<file path="config.mk">
export PLATFORM = sky130hd
export DESIGN_NAME = keyed_wdog_top
export DESIGN_NICKNAME = d
export VERILOG_FILES = /design/src/rtl/wdk_pkg.sv /design/src/rtl/wdk_dp.sv /design/src/rtl/wdk_ctrl.sv /design/src/rtl/keyed_wdog_top.sv
export SDC_FILE = /design/constraint.sdc
export NUM_CORES = 1
export LEC_CHECK = 0
export BUFFER_PORTS_ARGS = -buffer_cell sky130_fd_sc_hd__buf_2
export CAP_MARGIN = 20
export CORE_MARGIN = 5
export CORE_UTILIZATION = 45
export CTS_CLUSTER_SIZE = 10
export DETAILED_ROUTE_END_ITERATION = 12
export PLACE_DENSITY = 0.72
export SETUP_SLACK_MARGIN = 0.2
export SKIP_CTS_REPAIR_TIMING = 1
export SYNTH_ARGS = -nofsm -noshare
export SYNTH_HDL_FRONTEND = slang
export SYNTH_SLANG_ARGS = --single-unit
export TNS_END_PERCENT = 30
</file>
<file path="constraint.sdc">
create_clock -name clk -period 2.3 [get_ports clk]
set_input_delay 0.115 -clock clk [delete_from_list [all_inputs] [get_ports clk]]
set_output_delay 0.115 -clock clk [all_outputs]
set_load 0.02 [all_outputs]
</file>
<file path="src/rtl/wdk_pkg.sv">
`timescale 1ns/1ps
package wdk_pkg;

  localparam int KEY_W  = 16;
  localparam int HALVES = 2;

  typedef enum logic [2:0] {
    WD_IDLE,
    WD_ARMED,
    WD_RUN,
    WD_HALFKEY,
    WD_TRIP
  } wdState_t;

  // strobes from control to datapath
  typedef struct packed {
    logic              clrCnt;
    logic              incCnt;
    logic [HALVES-1:0] ldPrd;
  } dpCtl_t;

endpackage

</file>
<file path="src/rtl/wdk_dp.sv">
`timescale 1ns/1ps
module wdk_dp
  import wdk_pkg::*;
#(
  parameter int DATA_W = 32
) (
  input  logic                     clk,
  input  logic                     rstN,
  input  dpCtl_t                   dpCtl,
  input  logic [DATA_W-1:0]        wrData,
  output logic                     cntMatch,
  output logic [HALVES*DATA_W-1:0] prdVal
);

  localparam int CNT_W = HALVES * DATA_W;

  logic [CNT_W-1:0] cntVal;

  // limit register, loaded one word at a time
  always_ff @(posedge clk or negedge rstN) begin
    if (!rstN) begin
      prdVal <= '0;
    end else begin
      for (int h = 0; h < HALVES; h++) begin
        if (dpCtl.ldPrd[h]) prdVal[h*DATA_W +: DATA_W] <= wrData;
      end
    end
  end

  // running count; clear wins over increment
  always_ff @(posedge clk or negedge rstN) begin
    if (!rstN)             cntVal <= '0;
    else if (dpCtl.clrCnt) cntVal <= '0;
    else if (dpCtl.incCnt) cntVal <= cntVal + CNT_W'(1);
  end

  assign cntMatch = (cntVal == prdVal);

endmodule

</file>
<file path="src/rtl/wdk_ctrl.sv">
`timescale 1ns/1ps
module wdk_ctrl
  import wdk_pkg::*;
#(
  parameter int          ADDR_W    = 8,
  parameter int          CTRL_OFS  = 'h28,
  parameter int          PRDLO_OFS = 'h18,
  parameter int          PRDHI_OFS = 'h1C,
  parameter int          MODE_W    = 2,
  parameter int          MODE_WDOG = 2,
  parameter logic [15:0] KEY_ARM   = 16'hA5C6,
  parameter logic [15:0] KEY_GO    = 16'hDA7E
) (
  input  logic              clk,
  input  logic              rstN,
  input  logic              wrEn,
  input  logic [ADDR_W-1:0] wrAddr,
  input  logic [KEY_W-1:0]  wrKey,
  input  logic              wrEnBit,
  input  logic [MODE_W-1:0] timMode,
  input  logic [HALVES-1:0] halfRel,
  input  logic              cntMatch,
  output dpCtl_t            dpCtl,
  output wdState_t          curState,
  output logic              rstReq
);

  wdState_t nxtState;
  logic     modeOk;
  logic     ctrlWr;
  logic     fireNow;

  assign modeOk = (timMode == MODE_W'(MODE_WDOG)) && (&halfRel);
  assign ctrlWr = wrEn && (wrAddr == ADDR_W'(CTRL_OFS)) && modeOk;

  always_comb begin
    nxtState = curState;
    fireNow  = 1'b0;
    dpCtl    = '0;
    unique case (curState)
      WD_IDLE: begin
        dpCtl.ldPrd[0] = wrEn && (wrAddr == ADDR_W'(PRDLO_OFS));
        dpCtl.ldPrd[1] = wrEn && (wrAddr == ADDR_W'(PRDHI_OFS));
        if (ctrlWr && wrKey == KEY_ARM && wrEnBit) nxtState = WD_ARMED;
      end
      WD_ARMED: begin
        if (ctrlWr) begin
          if (wrKey == KEY_GO) begin
            nxtState     = WD_RUN;
            dpCtl.clrCnt = 1'b1;
          end else begin
            nxtState = WD_IDLE;
          end
        end
      end
      WD_RUN, WD_HALFKEY: begin
        if (modeOk) begin
          dpCtl.incCnt = 1'b1;
          if (cntMatch) begin
            fireNow = 1'b1;
          end else if (ctrlWr) begin
            if (wrKey == KEY_ARM) begin
              nxtState = WD_HALFKEY;
            end else if (wrKey == KEY_GO) begin
              if (curState == WD_HALFKEY) begin
                nxtState     = WD_RUN;
                dpCtl.clrCnt = 1'b1;
              end
            end else begin
              fireNow = 1'b1;
            end
          end
        end
        if (fireNow) nxtState = WD_TRIP;
      end
      default: nxtState = WD_TRIP;
    endcase
  end

  always_ff @(posedge clk or negedge rstN) begin
    if (!rstN) begin
      curState <= WD_IDLE;
      rstReq   <= 1'b0;
    end else begin
      curState <= nxtState;
      rstReq   <= fireNow;
    end
  end

endmodule

</file>
<file path="src/rtl/keyed_wdog_top.sv">
`timescale 1ns/1ps
module keyed_wdog_top
  import wdk_pkg::*;
#(
  parameter int          ADDR_W    = 8,
  parameter int          DATA_W    = 32,
  parameter int          EN_BIT    = 14,
  parameter int          CTRL_OFS  = 'h28,
  parameter int          PRDLO_OFS = 'h18,
  parameter int          PRDHI_OFS = 'h1C,
  parameter int          MODE_W    = 2,
  parameter int          MODE_WDOG = 2,
  parameter logic [15:0] KEY_ARM   = 16'hA5C6,
  parameter logic [15:0] KEY_GO    = 16'hDA7E
) (
  input  logic              clk,
  input  logic              rstN,
  input  logic              wrEn,
  input  logic [ADDR_W-1:0] wrAddr,
  input  logic [DATA_W-1:0] wrData,
  input  logic [MODE_W-1:0] timMode,
  input  logic [HALVES-1:0] halfRel,
  output logic              rstReq
);

  dpCtl_t                   dpCtl;
  wdState_t                 curState;
  logic                     cntMatch;
  logic [HALVES*DATA_W-1:0] prdVal;

  wdk_ctrl #(
    .ADDR_W(ADDR_W), .CTRL_OFS(CTRL_OFS), .PRDLO_OFS(PRDLO_OFS),
    .PRDHI_OFS(PRDHI_OFS), .MODE_W(MODE_W), .MODE_WDOG(MODE_WDOG),
    .KEY_ARM(KEY_ARM), .KEY_GO(KEY_GO)
  ) u_ctrl (
    .clk(clk), .rstN(rstN), .wrEn(wrEn), .wrAddr(wrAddr),
    .wrKey(wrData[DATA_W-1 -: KEY_W]), .wrEnBit(wrData[EN_BIT]),
    .timMode(timMode), .halfRel(halfRel), .cntMatch(cntMatch),
    .dpCtl(dpCtl), .curState(curState), .rstReq(rstReq)
  );

  wdk_dp #(
    .DATA_W(DATA_W)
  ) u_dp (
    .clk(clk), .rstN(rstN), .dpCtl(dpCtl), .wrData(wrData),
    .cntMatch(cntMatch), .prdVal(prdVal)
  );

endmodule

</file>
# Yosys cells after proc, flatten, opt, wreduce, memory -nomap -nowiden

Cells that the tools add are included.

Bits in registers: 132
Latch bits: 0
Bits in writable memories: 0
ROM bits: 0
Bits of input ports: 47
Output and inout port bits: 1
Word-level logic and storage cells: 66
Memories: 0

Add/sub/neg operators: 1
$mul: 0
Div/mod/pow operators: 0
$lt $le $gt $ge: 0
Equal/unequal tests: 17
Shifts and indexed selects: 0
Mux-type cells: 31
Bitwise gates (word level): 0
Reductions and logical operators: 12

Operators by type and width:

| kind                                                   | number |
|---|---|
| 2-to-1 mux 64 bit                                      | 2 |
| adder 64 x 1 -> 64 bit (second input constant)         | 1 |
| == test 64 bit                                         | 1 |
| == test 16 bit (second input constant)                 | 2 |
| 2-to-1 mux 3 bit                                       | 9 |
| == test 8 x 5 -> 1 bit (second input constant)         | 2 |
| 2-to-1 mux 1 bit                                       | 15 |
| one-hot mux 3 bit (3 select lines)                     | 1 |
| == test 8 x 6 -> 1 bit (second input constant)         | 1 |
| inequality test 4 x 1 -> 1 bit (second input constant) | 2 |
| logical AND 1 bit                                      | 7 |
| AND reduction 7 bit                                    | 1 |
| == test 3 x 2 -> 1 bit (second input constant)         | 2 |
| 2-to-1 mux 2 bit                                       | 3 |
| inequality test 3 x 1 -> 1 bit (second input constant) | 2 |
| inequality test 2 x 1 -> 1 bit (second input constant) | 2 |
| == test 3 x 1 -> 1 bit (second input constant)         | 1 |
| logical NOT 3 bit                                      | 1 |
| inequality test 3 x 2 -> 1 bit (second input constant) | 1 |
| == test 2 bit (second input constant)                  | 1 |
| one-hot mux 1 bit (2 select lines)                     | 1 |
| AND reduction 2 bit                                    | 1 |
| nonzero test 2 bit                                     | 1 |
| OR reduction 2 bit                                     | 1 |

# Depth between registers and ports, before layout

Depth after elaboration: 10
Gate-level depth with buffers: 9
Mapped depth without buffers: 6

# By module

A second synthesis with hierarchy kept.

Cell total of the unflattened synthesis: 660
Area total of the unflattened synthesis: 6,960.4 µm²

By module, submodules not included:

| module   | instances | cells each | area each (µm²) | seq. area each (µm²) |
|---|---|---|---|---|
| wdk_dp   | 1         | 609        | 6,515.0         | 3,203.1 |
| wdk_ctrl | 1         | 51         | 445.4           | 100.1 |

# Worst setup path after synthesis

No wires, ideal clock.

Path kind: register to register
Start point: reg u_dp.cntVal[12]
End point: reg u_dp.cntVal[59]
Library setup time: 0.119 ns
Arrival time: 1.715 ns
Required time: 2.181 ns
Path slack: 0.466 ns
Cell stages (with the launch flop): 8
Path buffers: 1
Period minus slack after synthesis: 1.834 ns
Path through: dfrtp_1 -> nand4_4 -> nor4_4 -> nand4_4 -> buf_6 -> nor4_4 -> xnor2_1 -> nor2_2

Longest elaborated chain between the ends: 5
Elaborated cells on any way between the ends: 8
Classes of those cells: 1 x add/sub; 1 x eq/ne; 5 x mux; 1 x reduce/logical

RTL lines:

| element                                                        | line         | text |
|---|---|---|
| start: declaration                                             | wdk_dp.sv:17 | `logic [CNT_W-1:0] cntVal;` |
| start signal: assignment                                       | wdk_dp.sv:34 | `else if (dpCtl.incCnt) cntVal <= cntVal + CNT_W'(1);` |
| branches (longest 5 deep; another with adder 64 x 1 -> 64 bit) | -            |  |

Several ways; the timed one is not identified. The select of a mux whose other input is x is not followed.
A chain may end at the register's enable or synchronous reset.

# Final worst setup path

Start point: reg u_dp.cntVal[37]
End point: reg u_dp.cntVal[17]

Longest elaborated chain between the ends: 5
Elaborated cells on any way between the ends: 6
Classes of those cells: 1 x eq/ne; 4 x mux; 1 x reduce/logical

RTL lines:

| element                                                 | line           | text |
|---|---|---|
| == test 64 bit *                                        | wdk_dp.sv:37   | `assign cntMatch = (cntVal == prdVal);` |
| 2-to-1 mux 1 bit *                                      | wdk_ctrl.sv:59 | `if (cntMatch) begin` |
| 2-to-1 mux 2 bit *                                      | wdk_ctrl.sv:57 | `if (modeOk) begin` |
| one-hot mux 1 bit (2 select lines) *                    | wdk_ctrl.sv:40 | `unique case (curState)` |
| 2-to-1 mux 64 bit or nonzero test 2 bit (tied branches) | -              |  |

Mark *: on every way between the ends. The rest lies on a longest branch, timed or not.

==> impl_metrics.csv <==
group,metric,value,unit
cts,tritoncts,"done",
sta,max_freq,0.462,GHz
sta,worst_slew_pin_slew,557,ps
cts,htree_num_levels,4,
global_route,grt_pass1_wl,27.5,mm
global_route,overflow,0,
final_layout,area.growth.synth_to_final,24.2,%
sta,rsz0062_at_grt,"yes",
run,cap_violations,0,
pwr,clkPwrFrac,49.9,%
sta,slew_violations,0,
die,die_h,133,um
worst_hold_path,hold_path.class,"input port to flip-flop",
logic_synthesis,netlist_instances,614,
route,antenna_left,0,
pwr,p_leak,3.74,nW
pwr,p_sw,1.29,mW
logic_synthesis,ys_top_cells_by_area,"dfrtp_1, xnor2_1, mux2_2, nor2_1, nand4_1",
placement,globalplace.congestion,0.873,
pwr,power_density,644,nW/um2
logic_synthesis,synth.most_common_cell,"dfrtp_1",
sta,period_share,94.1,%
die,die-area,17600,um2
route,drt-pass1-iter-count,4,
logic_synthesis,yosysTopAreaCell,"dfrtp_1",
cts,clk_pin_slew,60,ps
logic_synthesis,ys_seq_area_share,48.7,%
route,via_per_inst,5.55,
logic_synthesis,synth.cell_area,6780,um2
setup_path,cp-start-kind,"flip-flop",
sta,slew_headroom,62.9,%
die,ios,48,
final_layout,drive_above_1_share,31.3,%
logic_synthesis,synth_nets,662,
sta,hold_violations,2,
setup_path,critical_path_arrival,2520,ps
global_route,grt_max_degree,58,
logic_synthesis,syn_avg_cell_area,11.0,um2
cts,numCtsBuffers,17,
logic_synthesis,ys_top_cells_by_count,"dfrtp_1, xnor2_1, nor2_1",
route,wl_per_cell,19.0,um
sta,hold_ws,-9.57,ps
route,route.vias.total,5062,
final_layout,fillCellCount,1201,
setup_path,crit_required,2650,ps
setup_path,cp-end-kind,"flip-flop",
sta,min_period,2160,ps
placement,place_hpwl,12.6,mm
cts,cts_root_buffer,"clkbuf_16",
final_layout,finalNetCount,763,
logic_synthesis,synth_edf_count,0,
placement,dp.cells,853,
pwr,sw_frac_of_total,23.7,%
placement,placed_area,7380,um2
route,drc,0,
global_route,grt_pass1_vias,5095,
pwr,power_frac_seq,44.5,%
setup_path,worst-setup-path-type,"flip-flop to flip-flop",
cts,ctsLongestPathBuffers,2,
pwr,ir_drop,544,uV
worst_hold_path,min_from,"wrData[20]",
global_route,grt_usage,20.1,%
placement,port-buffer-count,47,
logic_synthesis,synth-main-ff-cell,"dfrtp_1",
route,drtIter0Drc,351,
setup_path,reg2reg_from,"u_dp.cntVal[37]$_DFFE_PN0P_",
route,wl,17.3,mm
pwr,intPower,4.13,mW
run_status,violations,"hold timing",
final_layout,fin_util,57.5,%
final_layout,stdcell_area,8420,um2
sta,setup_viol,0,
final_layout,fin_cells,912,
sta,skew,8.08,ps
die,start_util,46.3,%
pwr,power.share.combinational,5.6,%
die,rows,44,
die,die_x,133,um
logic_synthesis,ys_ff_latch,132,
setup_path,worstPathMaxFanout,45,
run_status,run_status,"complete, but fails checks",
cts,clock_latency,430,ps
logic_synthesis,yosys_warnings,0,
global_route,antenna_found_initial,0,
logic_synthesis,netlist.area_leader.share,48.7,%
logic_synthesis,async_flop_share,100,%
cts,cts.sinks,132,
logic_synthesis,synth.distinct_cells,43,
final_layout,antenna_cells,0,
die,fp.coreArea,14600,um2
setup_path,critPathLaunch,"u_dp.cntVal[37]$_DFFE_PN0P_",
-- critical path: stages (launching register included) --
cell     delay [ps]
dfrtp_1         440
xnor2_1         210
nand4_1         150
nor4_2          390
nand4_1         240
o211a_4         320
buf_12          180
nor2_1          130
-- metrics by stage --
stage          total power, mW  setup TNS [ps]  setup WS, ps
6_report                  5.42               0           136
5_1_grt                   5.60               0          68.4
4_1_cts                   5.41           -5.69         -5.34
3_5_place_dp              2.71               0          22.4
3_3_place_gp              2.70               0          51.7
2_1_floorplan             2.55               0           466
-- cell type report --
| type | instances | area, um2 | share of cell area (%) |
|---|---|---|---|
| Inverter | 11 | 41.3 | 0.491 |
| Clock buffer | 18 | 439 | 5.22 |
| Tap cell | 184 | 230 | 2.74 |
| Timing Repair Buffer | 108 | 802 | 9.53 |
| Multi-Input combinational cell | 445 | 3440 | 40.9 |
| Sequential cell | 132 | 3310 | 39.3 |
| Clock inverter | 14 | 154 | 1.83 |
-- placed cells by master, fill, tap and decap left out, drive strengths merged, types with 2 or more instances in the layout --
cell type / netlist / final
and2: 5 / 5
and3: 4 / 4
and4: 7 / 7
buf: 19 / 82
bufinv: 0 / 2
clkbuf: 7 / 18
clkinv: 0 / 3
clkinvlp: 0 / 6
dfrtp: 132 / 132
dlygate4sd3: 0 / 26
inv: 11 / 14
mux2: 64 / 64
nand2: 26 / 26
nand3: 23 / 23
nand4: 44 / 44
nor2: 86 / 86
nor2b: 3 / 3
nor3: 19 / 19
nor3b: 2 / 2
nor4: 18 / 18
nor4bb: 2 / 2
xnor2: 106 / 106
xor2: 21 / 21
-- worst paths after layout --
check                                         endpoint  slack [ps]  depth (start not counted)
setup / recovery           u_dp.cntVal[17]$_DFFE_PN0P_         140                          7
hold / removal             u_dp.prdVal[52]$_DFFE_PN0P_         -10                          2
hold reg to reg            u_dp.prdVal[58]$_DFFE_PN0P_         530                          1
max in group asynchronous  u_dp.prdVal[21]$_DFFE_PN0P_        1260                          3
min in group asynchronous   u_dp.prdVal[4]$_DFFE_PN0P_         220                          2
setup reg to reg           u_dp.cntVal[17]$_DFFE_PN0P_         140                          7
-- power groups by stage --
stage / Sequential (mW) / Clock (mW) / Combinational [mW]
finish: 2.41 / 2.70 / 0.302
global route: 2.42 / 2.85 / 0.337
CTS: 2.41 / 2.74 / 0.260
detailed placement: 2.45 / 0 / 0.259
global placement: 2.45 / 0 / 0.250
floorplan: 2.44 / 0 / 0.114
-- flip-flops by register name, summed over array words and instances, names as in the netlist --
register,cells
u_ctrl.curState,3
u_ctrl.rstReq,1
u_dp.cntVal,64
u_dp.prdVal,64
-- cell families after synthesis --
family,after synthesis,share of synthesized area (%)
fa+ha+maj,1,0.185
xor+xnor,127,16.4
mux,65,10.8
compound gates,6,0.702
simple gates,246,20.1
buf+inv,37,3.12
flops,132,48.7
-- per-layer routing --
metal  global-route usage (%)  up-vias  wire [um]
met2                     30.6      154       8120
met3                     5.81       31       1070
li1                         -     2320          -
met4                     7.56        0        436
met1                     27.5     2557       7690
met5                        0        -          0
No activity file was read; power rests on OpenSTA's default activity.
